`src/rtl/pmon_pkg.sv`:
```
package pmon_pkg;

  typedef enum logic [2:0] {
    ST_IDLE,
    ST_ARM,
    ST_MEAS,
    ST_LATCH,
    ST_READY
  } pmon_state_e;

  // A select code is legal when a structure sits behind it.
  function automatic logic code_legal(input int unsigned code, input int unsigned count);
    return code < count;
  endfunction

  // Low bit of a structure's slice in the packed result bus.
  function automatic int unsigned slice_base(input int unsigned idx, input int unsigned width);
    return idx * width;
  endfunction

endpackage

```
`src/rtl/pmon_en_dec.sv`:
```
module pmon_en_dec #(
  parameter int N_STRUCT = 3,
  parameter int SEL_W    = 2
) (
  input  logic                on,
  input  logic [SEL_W-1:0]    code,
  output logic [N_STRUCT-1:0] en
);

  for (genvar i = 0; i < N_STRUCT; i++) begin : g_line
    assign en[i] = on && (code == SEL_W'(i));
  end

endmodule

```
`src/rtl/pmon_res_mux.sv`:
```
module pmon_res_mux #(
  parameter int N_STRUCT = 3,
  parameter int SEL_W    = 2,
  parameter int RES_W    = 8
) (
  input  logic [SEL_W-1:0]          code,
  input  logic [N_STRUCT-1:0]       done_bus,
  input  logic [N_STRUCT*RES_W-1:0] res_bus,
  output logic                      done_sel,
  output logic [RES_W-1:0]          word_sel
);
  import pmon_pkg::*;

  always_comb begin
    done_sel = 1'b0;
    word_sel = '0;
    for (int i = 0; i < N_STRUCT; i++) begin
      if (code == SEL_W'(i)) begin
        done_sel = done_bus[i];
        word_sel = res_bus[slice_base(i, RES_W) +: RES_W];
      end
    end
  end

endmodule

```
`src/rtl/pmon_tmo.sv`:
```
module pmon_tmo #(
  parameter int LIMIT = 1000
) (
  input  logic clk,
  input  logic rst_n,
  input  logic run,
  output logic expire
);
  localparam int CW = $clog2(LIMIT + 1);

  logic [CW-1:0] cnt;

  assign expire = run && (cnt == CW'(LIMIT - 1));

  always_ff @(posedge clk or negedge rst_n) begin
    if (!rst_n)      cnt <= '0;
    else if (!run)   cnt <= '0;
    else if (!expire) cnt <= cnt + CW'(1);
  end

  // the count never passes the deadline while measuring
  assert_cnt_bound_R7: assert property (@(posedge clk) disable iff (!rst_n)
    run |-> (cnt < CW'(LIMIT)));

endmodule

```
`src/rtl/pmon_seq.sv`:
```
module pmon_seq #(
  parameter int N_STRUCT = 3,
  parameter int SEL_W    = 2,
  parameter int RES_W    = 8,
  parameter int TMO_CYC  = 1000
) (
  input  logic                      clk,
  input  logic                      rst_n,
  input  logic                      req,
  input  logic [SEL_W-1:0]          sel,
  input  logic                      ack,
  input  logic [N_STRUCT-1:0]       meas_done,
  input  logic [N_STRUCT*RES_W-1:0] meas_res,
  output logic [N_STRUCT-1:0]       en,
  output logic                      busy,
  output logic [RES_W-1:0]          result,
  output logic                      valid,
  output logic                      err,
  output logic                      tmo
);
  import pmon_pkg::*;

  pmon_state_e      state;
  logic [SEL_W-1:0] sel_q;
  logic [RES_W-1:0] result_q;
  logic             err_q, tmo_q;

  // named events for the assertions
  logic run_en, done_sel, expire;
  logic accept_ev, accept_ok, accept_bad, done_ev, tmo_ev, ack_ev;
  logic [RES_W-1:0] word_sel;

  assign run_en     = (state == ST_ARM) || (state == ST_MEAS);
  assign accept_ev  = (state == ST_IDLE) && req;
  assign accept_ok  = accept_ev && code_legal(32'(sel), N_STRUCT);
  assign accept_bad = accept_ev && !accept_ok;
  assign done_ev    = (state == ST_MEAS) && done_sel;
  assign tmo_ev     = (state == ST_MEAS) && expire && !done_sel;
  assign ack_ev     = (state == ST_READY) && ack;

  pmon_en_dec #(.N_STRUCT(N_STRUCT), .SEL_W(SEL_W)) u_dec (
    .on(run_en), .code(sel_q), .en(en)
  );

  pmon_res_mux #(.N_STRUCT(N_STRUCT), .SEL_W(SEL_W), .RES_W(RES_W)) u_mux (
    .code(sel_q), .done_bus(meas_done), .res_bus(meas_res),
    .done_sel(done_sel), .word_sel(word_sel)
  );

  pmon_tmo #(.LIMIT(TMO_CYC)) u_tmo (
    .clk(clk), .rst_n(rst_n), .run(state == ST_MEAS), .expire(expire)
  );

  always_ff @(posedge clk or negedge rst_n) begin
    if (!rst_n) begin
      state    <= ST_IDLE;
      sel_q    <= '0;
      result_q <= '0;
      err_q    <= 1'b0;
      tmo_q    <= 1'b0;
    end else begin
      unique case (state)
        ST_IDLE: begin
          if (accept_ok) begin
            sel_q <= sel;
            state <= ST_ARM;
          end else if (accept_bad) begin
            err_q    <= 1'b1;
            result_q <= '0;
            state    <= ST_READY;
          end
        end
        ST_ARM:  state <= ST_MEAS;
        ST_MEAS: begin
          if (done_ev) begin
            result_q <= word_sel;
            state    <= ST_LATCH;
          end else if (tmo_ev) begin
            result_q <= '0;
            tmo_q    <= 1'b1;
            state    <= ST_READY;
          end
        end
        ST_LATCH: state <= ST_READY;
        ST_READY: begin
          if (ack_ev) begin
            err_q <= 1'b0;
            tmo_q <= 1'b0;
            state <= ST_IDLE;
          end
        end
        default: state <= ST_IDLE;
      endcase
    end
  end

  assign busy   = (state != ST_IDLE);
  assign result = result_q;
  assign err    = err_q;
  assign tmo    = tmo_q;
  assign valid  = (state == ST_READY) && !err_q && !tmo_q;

  assert_onehot_en_R2: assert property (@(posedge clk) disable iff (!rst_n)
    $onehot0(en));

  assert_arm_single_R2: assert property (@(posedge clk) disable iff (!rst_n)
    accept_ok |=> ($countones(en) == 1));

  assert_dark_when_quiet_R3: assert property (@(posedge clk) disable iff (!rst_n)
    (!busy || valid || err || tmo) |-> (en == '0));

  assert_valid_follows_done_R4: assert property (@(posedge clk) disable iff (!rst_n)
    done_ev |=> (!valid && !tmo) ##1 valid);

  assert_hold_until_ack_R6: assert property (@(posedge clk) disable iff (!rst_n)
    (valid && !ack) |=> (valid && $stable(result)));

  assert_tmo_dark_R7: assert property (@(posedge clk) disable iff (!rst_n)
    tmo |-> ((en == '0) && !valid));

  assert_done_wins_R8: assert property (@(posedge clk) disable iff (!rst_n)
    (done_ev && expire) |=> !tmo);

  assert_err_dark_R9: assert property (@(posedge clk) disable iff (!rst_n)
    err |-> ((en == '0) && !valid));

  assert_req_ignored_R10: assert property (@(posedge clk) disable iff (!rst_n)
    (busy && $past(busy)) |-> $stable(sel_q));

endmodule

```
`config.mk`:
```
export PLATFORM = sky130hd
export DESIGN_NAME = pmon_seq
export DESIGN_NICKNAME = d
export VERILOG_FILES = /design/src/rtl/pmon_pkg.sv /design/src/rtl/pmon_en_dec.sv /design/src/rtl/pmon_res_mux.sv /design/src/rtl/pmon_tmo.sv /design/src/rtl/pmon_seq.sv
export SDC_FILE = /design/constraint.sdc
export NUM_CORES = 1
export LEC_CHECK = 0
export CORE_UTILIZATION = 48
export DETAILED_ROUTE_END_ITERATION = 16
export PLACE_DENSITY = 0.86
export SLEW_MARGIN = 20
export SYNTH_ARGS = -nofsm -noshare
export SYNTH_HDL_FRONTEND = slang
export SYNTH_SLANG_ARGS = --single-unit
```
`constraint.sdc`:
```
create_clock -name clk -period 2.7 [get_ports clk]
set_input_delay 0.675 -clock clk [delete_from_list [all_inputs] [get_ports clk]]
set_output_delay 0.675 -clock clk [all_outputs]
set_load 0.03 [all_outputs]
```
Word-level counts from Yosys, hierarchy flattened
Index checks and enable logic that the tools add are counted.
- $add $sub $neg: 1
- muxes and demuxes: 26
- order comparisons: 1
- shift operators: 0
- equal/unequal tests: 15
- bitwise operators: 0
- div/mod/pow operators: 0
- reduce and logical (&&, ||, !) cells: 29
- $mul: 0
- operators with widths (kind ; count):
    two-way mux 8 bit ; 7
    two-way mux 10 bit ; 2
    case mux 8 bit (2 select lines) ; 1
    two-way mux 3 bit ; 5
    case mux 3 bit (5 select lines) ; 1
    logical AND 1 bit ; 13
    inequality test 2 bit, second input constant ; 6
    AND reduction 4 bit ; 3
    adder 10 x 1 -> 10 bit, second input constant ; 1
    equality test 10 bit, second input constant ; 1
    two-way mux 1 bit ; 8
    equality test 3 x 2 -> 1 bit, second input constant ; 2
    inequality test 3 bit, second input constant ; 2
    nonzero test 2 bit ; 3
    logical NOT 1 bit ; 4
    case mux 1 bit (2 select lines) ; 2
    equality test 3 x 1 -> 1 bit, second input constant ; 1
    equality test 3 bit, second input constant ; 1
    logical NOT 3 bit ; 1
    AND reduction 3 bit ; 1
    nonzero test 3 bit ; 1
    equality test 2 x 1 -> 1 bit, second input constant ; 1
    equality test 2 bit, second input constant ; 1
    logical NOT 2 bit ; 1
    3 further kinds ; 3
- register bits after elaboration: 25
- memory bits (read-only): 0
- bits in latches: 0
- memory bits (writable): 0
- memories kept: 0

Depth between registers and ports, before layout
- depth after elaboration: 9
- mapped depth: 6

Cells and area by module
A second synthesis with hierarchy kept.
- cell total of the unflattened synthesis: 143
- area, all modules: 1452.6 µm²
- modules (own cells, without submodules) (module ; area an instance (µm²) ; instances ; cells an instance):
    pmon_seq ; 683.2 ; 1 ; 61
    pmon_tmo ; 519.2 ; 1 ; 57
    pmon_res_mux ; 220.2 ; 1 ; 22
    pmon_en_dec ; 30.0 ; 1 ; 3

Least setup slack after synthesis
OpenSTA, ideal clock, no wires.
- path type: register to output
- start point: register state[1]
- end point: output port en[1]
- path slack: 0.428 ns
- path buffers: 1
- arrival time: 1.597 ns
- stages on the path, launching flop included: 5
- cells stage by stage: dfrtp_1 -> buf_2 -> nand2b_1 -> a21o_1 -> nor3b_1
- word-level cells in the longest chain between the ends: 3
- ends and longest elaborated chain (item ; RTL line ; text):
    start: declaration ; pmon_seq.sv:23 ; pmon_state_e state;
    start signal: assignment ; pmon_seq.sv:56 ; state <= ST_IDLE;
    start signal: assignment ; pmon_seq.sv:66 ; state <= ST_ARM;
    start signal: assignment ; pmon_seq.sv:70 ; state <= ST_READY;
    equality test 3 x 1 -> 1 bit or equality test 3 x 2 -> 1 bit (tied branches) ; pmon_seq.sv:33 ; assign run_en = (state == ST_ARM) || (state == ST_MEAS);
    logical OR 1 bit * ; pmon_seq.sv:33 ;
    logical AND 1 bit * ; pmon_en_dec.sv:11 ; assign en[i] = on && (code == SEL_W'(i));
    end: declaration ; pmon_seq.sv:14 ; output logic [N_STRUCT-1:0] en,
Mark *: on every way between the ends. The rest lies on a longest branch, timed or not.

Worst setup path after layout
- start point: register state[1]
- end point: output port valid
- word-level cells in the longest chain between the ends: 3
- ends and longest elaborated chain (item ; RTL line ; text):
    equality test 3 bit ; pmon_seq.sv:101 ; assign valid = (state == ST_READY) && !err_q && !tmo_q;
    logical AND 1 bit (2 in series) ; pmon_seq.sv:101 ;
    end: declaration ; pmon_seq.sv:17 ; output logic valid,
Every way passes these cells.

==> key figures <==
Worst setup path
  • Critical path class: reg2out
  • End of the worst register-to-register path: result[4]
  • CP required: between 2000 and 2500 ps
  • Worst r2r path cells: 5
  • Worst R2R Start: u_tmo.cnt[0]
  • R2r setup slk: between 1000 and 1500 ps
  • Crit-path max FO: 10
  • Setup crit end kind: output port
  • WP data arrival: between 1500 and 2000 ps
  • CP startpoint kind: register

Clock tree
  • Setup Buffers After CTS: 0
  • Total CTS buffers: 3
  • Post_cts resized: 3
  • CTS tree: yes
  • Clock transition at path regs: 130 ps
  • CTS Hold Buffers Added: 0
  • CTS max path bufs: 2
  • Root Buffer: clkbuf_4
  • Depth of the CTS H-tree: 1
  • Clock Latency Late Sink: 300 ps
  • Clock sink count: 25

Timing
  • Setup tns final: 0 ps
  • Final period util: 95.4%
  • Min Tclk post-route: around 2600 ps
  • Skew final: ~1 ps
  • Final Hold Viols: 0
  • RSZ-0062 raised after global routing: false
  • FMAX: slightly below 0.4 GHz
  • Final setup violation count: 0
  • Worst-margin pin slew: roughly 340 ps
  • Max-Slew Margin vs Limit: approximately 77%
  • Max Slew Vio Count: 0
  • Hold Slack: 543 ps

Final layout
  • Commonest cells after routing, fill and taps aside: 44 x clkdlybuf4s50_1, 25 x dfrtp_1, 22 x nor2_1
  • Final #Nets: 237
  • Commonest non-fill, non-tap cell in the layout: clkdlybuf4s50_1
  • Area growth, synth to finish: 39.4%
  • ANT cells: 0
  • Fillers: 207
  • Layout cells sized above 1: 4.46%
  • Finished Cell Area: 1910 µm²

GRT
  • Largest net degree at the start of global routing: 26
  • Total congestion overflow: 0
  • GRT Overall Usage: 22.8%
  • First-pass GRT wire length: about 5600 µm
  • Initial antenna violation count: 0
  • Vias in the first global route: 1333

Yosys
  • Post-Synthesis Cells: 152
  • Avg Inst Size Synth: 9.01 µm²
  • Mapped Nets: between 150 and 200
  • Most used flip-flop cell after synthesis: dfrtp_1
  • Number of enable flip-flop cells after synthesis: 0
  • Area leader, netlist: dfrtp_1
  • Register area share after synthesis: roughly 46%
  • Async SR Flop Fraction: 100%
  • Share of the synthesized area in the top cell type: a little under half
  • Yosys cell types: 33
  • Dominant cells by area after synthesis: dfrtp_1 46%, mux2i_1 8.0%, nor2_1 6.0%, a21oi_1 4.4%, o22ai_1 4.1%
  • Synth Cell Area: 1370 µm²
  • Synth Register Bits: 25
  • Yosys warning count: 0

Detailed routing
  • DR vias/cell: ~5.5
  • Post-DR wirelength/cell: ~14 µm
  • DR DRC count: 0
  • Initial DRC count: 57
  • Final wirelength: 3250 µm
  • ANT nets after route: 0
  • First-pass DRT Iterations: 4
  • Vias: 1284

Placement
  • RD Place Congestion: ~0.78
  • # port buffers: 47
  • HPWL after DPL: 2550 µm
  • Cell Area, Placed: 1890 µm²

Hold path
  • HP Class: reg2reg
  • Worst hold endpoint: result[6]
  • Hold wc startpoint: result[6]
  • Hold path depth: 2

Power
  • P_leak: about 0.00083 µW
  • Worst VDD drop: roughly 0.7 mV
  • Total power draw: 1730 µW
  • Power density over cell area: 907 nW/µm²

Die
  • Die H: ~55 µm
  • Initial Util: between 50% and 60%
  • Core Area: 2730 µm²
  • Die area: 3070 µm²
  • Die width: roughly 55 µm
  • Row count: 19
  • Io pins: 48

Status
  • Run status: completed

Job
  • Max-cap violations: 0
==> area by class of cell <==
cell class | instances | area, µm² | share of cell area (%)
repair buffers | 51 | 497 | 26.0
inverters | 10 | 37.5 | 1.97
flip-flops and latches | 25 | 626 | 32.8
multi-input cells | 112 | 683 | 35.8
clock buffers | 4 | 26.3 | 1.38
well taps | 31 | 38.8 | 2.03
==> cells by family after synthesis <==
| family | synth area share [%] |
|---|---|
| and+or+nand+nor | 21.4 |
| AOI/OAI and AO/OA | 15.7 |
| DFF | 45.7 |
| buffers and inverters | 4.39 |
| muxes | 8.04 |
| xor gates and xnor gates | 3.84 |
| adders and majority gates | 0.914 |
==> Yosys cell counts (3+ instances only) <==
cell type  count
o21ai_0        4
nand2_1       13
xor2_1         3
dfrtp_1       25
nand3_1        3
nand4_1        4
nor3_1         3
nor2_1        22
inv_1         10
and3_1         3
o22ai_1        9
a21oi_1       12
buf_2          3
xnor2_1        3
mux2i_1       11
==> power breakdown <==
part	internal, µW	switching [µW]
Combinational	428	550
Sequential	481	111
Clock	57.5	102
==> state kept, by name, summed over array words and instances, names as in the netlist <==
| signal | count |
|---|---|
| state | 3 |
| u_tmo.cnt | 10 |
| result | 8 |
| sel_q | 2 |
| err | 1 |
| tmo | 1 |
==> stage by stage <==
stage | util [%] | setup WS [ps] | cells
after floorplan | - | 428 | 152
after global placement | 69.0 | 312 | 229
after detailed placement | 69.0 | 224 | 229
after CTS | 69.8 | 120 | 233
after global routing | 69.8 | 10.1 | 233
final | 69.8 | 126 | 233
==> per-layer routing <==
layer	vias to the layer above	routed length (µm)	track usage, %
met2	47	1600	38.7
met4	0	44	8.21
li1	633	-	-
met3	4	207	4.92
met5	-	0	0
met1	600	1400	28.6
==> worst max path at each step <==
stage | from | endpoint | slack, ps | depth (start not counted)
2_1_floorplan | state[1] | en[1] | 430 | 4
3_3_place_gp | state[1] | en[1] | 310 | 4
3_5_place_dp | state[1] | en[1] | 220 | 4
4_1_cts | state[1] | valid | 120 | 4
5_1_grt | state[1] | valid | 10 | 4
6_report | state[1] | valid | 130 | 4
==> worst max-delay path: stages, from the launching register on <==
cell,delay (ps)
dfrtp_1,480
nor2_1,160
nand2_1,110
nor3_1,150
clkdlybuf4s50_1,700
(Power assumes the default switching activity.)
